==> config.mk <==
export PLATFORM = sky130hd
export DESIGN_NAME = chg_delay_reg
export DESIGN_NICKNAME = d
export VERILOG_FILES = /design/src/rtl/chg_delay_pkg.sv /design/src/rtl/chg_sync.sv /design/src/rtl/chg_detect.sv /design/src/rtl/chg_hold.sv /design/src/rtl/chg_delay_reg.sv
export SDC_FILE = /design/constraint.sdc
export NUM_CORES = 1
export LEC_CHECK = 0
export ABC_AREA = 1
export BUFFER_PORTS_ARGS = -buffer_cell sky130_fd_sc_hd__buf_2
export CAP_MARGIN = 20
export CORE_AREA = 2 2 39 41
export CTS_CLUSTER_DIAMETER = 50
export DETAILED_ROUTE_END_ITERATION = 8
export DIE_AREA = 0 0 41 43
export PLACE_DENSITY_LB_ADDON = 0.25
export SYNTH_ARGS = -nofsm -noshare
export SYNTH_HDL_FRONTEND = slang
export SYNTH_SLANG_ARGS = --single-unit
==> constraint.sdc <==
create_clock -name clk_i -period 2 [get_ports clk_i]
set_clock_uncertainty 0.05 [all_clocks]
set_input_delay 0.3 -clock clk_i [delete_from_list [all_inputs] [get_ports clk_i]]
set_output_delay 0.3 -clock clk_i [all_outputs]
set_load 0.01 [all_outputs]
==> src/rtl/chg_delay_pkg.sv <==
package chg_delay_pkg;
  typedef enum logic {
    CHG_ANY      = 1'b0,
    CHG_ADJACENT = 1'b1
  } chg_mode_e;
endpackage

==> src/rtl/chg_sync.sv <==
module chg_sync #(
  parameter int unsigned WIDTH   = 4,
  parameter int unsigned STAGES  = 2,
  parameter logic [WIDTH-1:0] RST_VAL = '0
) (
  input  logic             clk_i,
  input  logic             rst_ni,
  input  logic [WIDTH-1:0] d_i,
  output logic [WIDTH-1:0] q_o
);
  logic [STAGES-1:0][WIDTH-1:0] stg_q;

  for (genvar s = 0; s < STAGES; s++) begin : g_stg
    if (s == 0) begin : g_first
      always_ff @(posedge clk_i or negedge rst_ni) begin
        if (!rst_ni) stg_q[s] <= RST_VAL;
        else         stg_q[s] <= d_i;
      end
    end else begin : g_next
      always_ff @(posedge clk_i or negedge rst_ni) begin
        if (!rst_ni) stg_q[s] <= RST_VAL;
        else         stg_q[s] <= stg_q[s-1];
      end
    end
  end

  assign q_o = stg_q[STAGES-1];
endmodule

==> src/rtl/chg_detect.sv <==
module chg_detect
  import chg_delay_pkg::*;
#(
  parameter int unsigned WIDTH = 4,
  parameter chg_mode_e   MODE  = CHG_ANY
) (
  input  logic [WIDTH-1:0] smp_i,
  input  logic [WIDTH-1:0] cur_i,
  output logic             diff_o,
  output logic             legal_o
);
  logic [WIDTH-1:0] delta;
  assign delta  = smp_i ^ cur_i;
  assign diff_o = |delta;

  if (MODE == CHG_ADJACENT) begin : g_adj
    // single set bit: x & (x-1) == 0
    assign legal_o = ((delta & (delta - WIDTH'(1))) == '0);
  end else begin : g_any
    assign legal_o = 1'b1;
  end
endmodule

==> src/rtl/chg_hold.sv <==
module chg_hold #(
  parameter int unsigned WIDTH = 4,
  parameter logic [WIDTH-1:0] RST_VAL = '0
) (
  input  logic             clk_i,
  input  logic             rst_ni,
  input  logic [WIDTH-1:0] smp_i,
  input  logic             diff_i,
  input  logic             legal_i,
  output logic [WIDTH-1:0] cur_o,
  output logic [WIDTH-1:0] out_o,
  output logic             changed_o,
  output logic             viol_o
);
  logic [WIDTH-1:0] cur_q, out_q;
  logic             chg_q, viol_q;

  always_ff @(posedge clk_i or negedge rst_ni) begin
    if (!rst_ni) begin
      cur_q  <= RST_VAL;
      out_q  <= RST_VAL;
      chg_q  <= 1'b0;
      viol_q <= 1'b0;
    end else begin
      chg_q  <= 1'b0;
      viol_q <= 1'b0;
      if (diff_i) begin
        cur_q <= smp_i;
        if (legal_i) begin
          out_q <= cur_q;
          chg_q <= 1'b1;
        end else begin
          viol_q <= 1'b1;
        end
      end
    end
  end

  assign cur_o     = cur_q;
  assign out_o     = out_q;
  assign changed_o = chg_q;
  assign viol_o    = viol_q;
endmodule

==> src/rtl/chg_delay_reg.sv <==
module chg_delay_reg
  import chg_delay_pkg::*;
#(
  parameter int unsigned WIDTH       = 4,
  parameter int unsigned SYNC_STAGES = 2,
  parameter chg_mode_e   MODE        = CHG_ANY,
  parameter logic [WIDTH-1:0] RST_VAL = '0
) (
  input  logic             clk_i,
  input  logic             rst_ni,
  input  logic [WIDTH-1:0] data_i,
  output logic [WIDTH-1:0] data_o,
  output logic             changed_o,
  output logic             viol_o
);
  logic [WIDTH-1:0] smp_w, cur_w;
  logic             diff_w, legal_w;

  chg_sync #(.WIDTH(WIDTH), .STAGES(SYNC_STAGES), .RST_VAL(RST_VAL)) u_sync (
    .clk_i, .rst_ni, .d_i(data_i), .q_o(smp_w)
  );

  chg_detect #(.WIDTH(WIDTH), .MODE(MODE)) u_detect (
    .smp_i(smp_w), .cur_i(cur_w), .diff_o(diff_w), .legal_o(legal_w)
  );

  chg_hold #(.WIDTH(WIDTH), .RST_VAL(RST_VAL)) u_hold (
    .clk_i, .rst_ni, .smp_i(smp_w), .diff_i(diff_w), .legal_i(legal_w),
    .cur_o(cur_w), .out_o(data_o), .changed_o, .viol_o
  );
endmodule

==> results of run 1 <==
area by class of cell:
cell class                 count  area, µm²  area share, %
sequential                    17        425           62.6
multi-input combinational     28        118           17.3
timing repair buffer          11       60.1           8.84
inverter                       8       30.0           4.42
clock buffer                   4       26.3           3.87
tap                           16       20.0           2.95
worst paths after layout:
| kind | startpoint | to | slack (ns) | depth (start not counted) |
|---|---|---|---|---|
| setup / recovery | u_hold.out_o[2]$_DFFE_PN0P_ | data_o[2] | 0.83 | 1 |
| min in group asynchronous | rst_ni | u_hold.out_o[1]$_DFFE_PN0P_ | 0.40 | 2 |
| hold / removal | data_i[2] | u_sync.stg_q[2]$_DFF_PN0_ | 0.07 | 1 |
| setup reg to reg | u_hold.cur_o[0]$_DFFE_PN0P_ | u_hold.out_o[3]$_DFFE_PN0P_ | 0.88 | 6 |
| max in group asynchronous | rst_ni | u_hold.cur_o[0]$_DFFE_PN0P_ | 1.24 | 2 |
| hold reg to reg | u_sync.stg_q[1]$_DFF_PN0_ | u_sync.q_o[1]$_DFF_PN0_ | 0.31 | 0 |
power groups by stage:
| stage | Sequential (mW) | Clock [mW] | Combinational, mW |
|---|---|---|---|
| after floorplan | 0.384 | 0 | 0.0270 |
| after global placement | 0.381 | 0 | 0.0487 |
| after detailed placement | 0.382 | 0 | 0.0502 |
| after CTS | 0.375 | 0.184 | 0.0518 |
| after global routing | 0.378 | 0.200 | 0.0595 |
| final | 0.375 | 0.175 | 0.0502 |
layer usage:
metal | vias up | GRT usage, % | wire length (µm)
met4 | 0 | 10.0 | 10
li1 | 184 | - | -
met1 | 166 | 13.6 | 328
met3 | 2 | 4.71 | 51
met5 | - | 0 | 0
met2 | 13 | 16.3 | 368
per-stage QoR:
stage                     hold slack, ns  cell area (µm²)  power [mW]  util (%)
after global placement             0.183              643       0.430      46.5
final                             0.0672              679       0.600      49.1
after global routing              0.0453              679       0.638      49.1
after CTS                         0.0565              679       0.611      49.1
after detailed placement           0.184              643       0.432      46.5
after floorplan                  -0.0456              597       0.411         -
placed cells by master, fill, tap and decap left out:
| cell type | n |
|---|---|
| dfrtp_1 | 17 |
| clkbuf_1 | 1 |
| buf_2 | 10 |
| conb_1 | 1 |
| dlygate4sd3_1 | 1 |
| nand3_1 | 4 |
| nand2_2 | 1 |
| clkbuf_4 | 3 |
| nand2_1 | 20 |
| inv_1 | 8 |
| nor2_2 | 2 |
cells by family (layout without fill, tap and decap cells):
logic type	after synthesis	after routing	synth area share (%)
buffers and inverters	13	23	9.01
DFF	17	17	71.3
other	1	1	0.628
and+or+nand+nor	27	27	19.1
synthesized netlist by cell type:
cell	number
nor2_2	2
nand3_1	4
nand2_1	20
conb_1	1
buf_4	1
buf_2	1
clkbuf_1	3
nand2_2	1
dfrtp_1	17
inv_1	8
sequential cells by signal, summed over array words and instances, names as in the netlist:
name and flops:
u_hold.cur_o 4, u_hold.changed_o 1, u_hold.out_o 4, u_sync.q_o 4, u_sync.stg_q 4
timing repair:
action / in CTS / in global routing
buffers inserted: 0 / 0
gates resized for setup: 0 / 0
endpoints found under the hold margin: 17 / 0
hold buffers: 1 / 0
==> results.txt, run 1 <==
Status: finished clean
Area leader, netlist: dfrtp_1
Final period util: 58.3%
Critical path required time: 1.65 ns
Layout area overhead: 13.8%
Mapped cell area: 597 µm²
1st-iter DRT viols: 2
CP startpoint kind: flop
RD Place Congestion: 0.577
Die X: 41 µm
Critical Path AT: 0.82 ns
Clock network power share: 29.2%
Fin Setup TNS: 0 ns
Net count, final: 75
Chip height: 43 µm
Crit path buffers/inverters: 1
Largest net degree at the start of global routing: 18
Hold Violations, Final: 0
# diodes: 0
Initial Util: 43.1%
CTS tree: done
WL/cell: 9.04 µm
Cts bufs inserted: 3
CP Max Fanout: 2
Io pins: 12
Vias in the first global route: 334
Synth top area share: 71.3%
# setup viols final: 0
Clock sink count: 17
Vias per cell: 4.35
Core Rows: 14
Gate Count Post-Synth: 58
Via count: 365
Number of antenna violations at the first check in global routing: 0
Pwr Density: 883 nW/µm²
Synth cell types: 10
CP Class: reg2out
Crit-path leading delay family: flip-flops
Worst-path clk slew: 0.09 ns
Final HPWL DP: 542 µm
Die ar.: 1760 µm²
Leakage: 0.374 nW
Fmax: 0.857 GHz
Worst-Skew Late Latency: 0.28 ns
Maxcap violations: 0
Synthesized area per cell: 10.3 µm²
Syn. warnings: 0
Logic pwr share: 8.4%
Max Slew Vio Count: 0
DRC: 0
First-pass GRT wire length: 1320 µm
Gr ovfl total: 0
Share of cells above drive strength 1: 23.5%
CP Cell Sequence: buf_2
IO buf count: 10
Global Route Usage Sum: 11.8%
Clock Path Buffers: 2
Worst setup margin: 0.833 ns
Setup WS pre-CTS: 0.871 ns
Seq pwr share: 62.5%
RSZ-0062 raised after global routing: false
Switching Power: 0.139 mW
Htree depth: 1
Top cells by area, synth: dfrtp_1, nand2_1, inv_1
Switching Share: 23.2%
Routed WL: 759 µm
Core ar.: 1380 µm²
Worst VDD drop: 483 µV
Min Tclk post-route: 1.17 ns
P_int: 0.461 mW
Setup crit end kind: output pin
CP max stage cell: dfrtp_1
First-pass iteration count of the detailed router: 4
Post-synthesis sequential area ratio: 71.3%
Number of instances in the placed design: 79
Finished Layout Cells: 84
FILL cells: 137
Crit-path max cell delay: 0.40 ns
Mapped Nets: 64
Root Buffer: clkbuf_4
Final ANT Viol Nets: 0
Synthesis-stage register bit count: 17
HP Class: in2reg
No activity file was read; power rests on OpenSTA's default activity.
==> inputs of run 2 (changes only) <==
clock period = 1.1 ns   (was 2 ns; I/O delays follow)
==> results.txt, run 2 (synthesis gave the netlist of run 1 again) <==
RD Place Congestion: 0.581 (+0.80%)
Fmax: 0.925 GHz
# setup viols final: 0 (unchanged)
Crit path buffers/inverters: 2 (+1)
Status: finished clean
Number of antenna violations at the first check in global routing: 0 (unchanged)
Via count: 388 (+6.3%)
Hold Violations, Final: 0 (unchanged)
Clock Path Buffers: 2 (unchanged)
GR Util met2: 17.5% (+1.2 points)
Share of cells above drive strength 1: 27.6% (+4.1 points)
Global Route Usage Sum: 11.3% (-0.57 points)
Met3 Use GR: 4.71% (unchanged)
Layout area overhead: 29.1%
Finished Layout Cells: 92 (+9.5%)
DRC: 0 (unchanged)
Htree depth: 1 (unchanged)
Min Tclk post-route: 1.08 ns
Crit-path leading delay family: simple AND/OR/NAND/NOR gates
Core ar.: 1380 µm² (unchanged)
Initial Util: 43.1% (unchanged)
Vias in the first global route: 353 (+5.7%)
Io pins: 12 (unchanged)
Worst-Skew Late Latency: 0.27 ns (about the same)
Leakage: 0.421 nW (+13%)
GR Layer Usage met1: 13.5% (-0.16 points)
Largest net degree at the start of global routing: 18 (unchanged)
Critical Path AT: 1.25 ns (+0.43 ns)
WL/cell: 8.78 µm (-2.8%)
Cts bufs inserted: 3 (unchanged)
Max Slew Vio Count: 0 (unchanged)
Commonest non-fill, non-tap cells in the layout: nand2_1, dfrtp_1, buf_2, inv_1, dlygate4sd3_1
Maxcap violations: 0 (unchanged)
Net count, final: 83 (+11%)
Die ar.: 1760 µm² (unchanged)
Worst-path clk slew: 0.09 ns (about the same)
HP Class: in2async
CP Max Fanout: 4 (+2)
Routed WL: 808 µm (+6.5%)
Final ANT Viol Nets: 0 (unchanged)
Chip height: 43 µm (unchanged)
Core Rows: 14 (unchanged)
Pwr Density: 1460 nW/µm² (+65%)
Clock sink count: 17 (unchanged)
Number of instances in the placed design: 80 (+1.3%)
FILL cells: 129 (-5.8%)
CP max stage cell: dfrtp_1
1st-iter DRT viols: 0 (-2)
Setup WS pre-CTS: -0.0342 ns (-0.905 ns)
First-pass GRT wire length: 1340 µm (+1.6%)
Critical path required time: 1.27 ns (-0.38 ns)
Crit-path max cell delay: 0.38 ns (-0.02 ns)
Design Power: 1.13 mW (+88%)
IO buf count: 10 (unchanged)
Setup crit end kind: flop
Root Buffer: clkbuf_4
CTS tree: done
CP Class: reg2reg
CP Cell Sequence: inv_1, nand2_1, nand2_1, nor2_4, buf_6, nand3_1, nand2_1
Die X: 41 µm (unchanged)
Most common cell after layout, fill and taps aside: nand2_1
Vias per cell: 4.22 (-2.9%)
Finished Cell Area: 771 µm² (+13%)
# diodes: 0 (unchanged)
CP startpoint kind: flop
Worst setup margin: 0.0190 ns (-0.814 ns)
Final period util: 98.3%
Placement Cell Area: 651 µm² (+1.2%)
RSZ-0062 raised after global routing: true
Top Usage Layer GRT: met2
First-pass iteration count of the detailed router: 1 (-3)
Gr ovfl total: 0 (unchanged)
Top cell by count, worst path: nand2_1
Worst VDD drop: 821 µV (+70%)
-- run 2: cell type report --
type / count / area [µm²] / area share, %
Multi-Input combinational cell: 28 / 135 / 17.5
Inverter: 8 / 30.0 / 3.90
Timing Repair Buffer: 19 / 134 / 17.4
Clock buffer: 4 / 26.3 / 3.41
Tap cell: 16 / 20.0 / 2.60
Sequential cell: 17 / 425 / 55.2
-- run 2: final timing paths --
check / startpoint / to / slack, ns / cells after the start
setup / recovery: u_sync.q_o[2]$_DFF_PN0_ / u_hold.out_o[3]$_DFFE_PN0P_ / 0.02 / 7
hold / removal: rst_ni / u_hold.out_o[0]$_DFFE_PN0P_ / 0.28 / 2
setup reg to reg: u_sync.q_o[2]$_DFF_PN0_ / u_hold.out_o[3]$_DFFE_PN0P_ / 0.02 / 7
hold reg to reg: u_sync.stg_q[3]$_DFF_PN0_ / u_sync.q_o[3]$_DFF_PN0_ / 0.31 / 0
max in group asynchronous: rst_ni / u_sync.q_o[3]$_DFF_PN0_ / 0.46 / 2
min in group clk_i: u_sync.stg_q[3]$_DFF_PN0_ / u_sync.q_o[3]$_DFF_PN0_ / 0.31 / 0
-- run 2: per-layer routing --
layer / vias to the layer above / routed length (µm)
met4: 0 / 0
met3: 0 / 47
met1: 173 / 359
met2: 11 / 401
li1: 204 / -
met5: - / 0
-- run 2: where the power goes --
| part | switching [mW] | internal, mW |
|---|---|---|
| Sequential | 0.0186 | 0.662 |
| Clock | 0.172 | 0.140 |
| Combinational | 0.0691 | 0.0635 |
| Total | 0.260 | 0.865 |
-- run 2: through the flow --
step | hold slack (ns) | TNS (ns) | util (%)
6_report | 0.275 | 0 | 55.7
3_5_place_dp | 0.0479 | -0.118 | 47.0
5_1_grt | 0.305 | -0.288 | 55.7
4_1_cts | 0.278 | 0 | 53.4
3_3_place_gp | 0.0482 | -0.0694 | 47.0
2_1_floorplan | -0.181 | 0 | -
-- run 2: repair_timing --
action | CTS | global route
hold buffers | 5 | 0
gates resized for setup | 1 | 4
buffers inserted | 1 | 2
endpoints found under the setup margin | 4 | 4
pin swaps | 1 | 2
endpoints found under the hold margin | 21 | 0
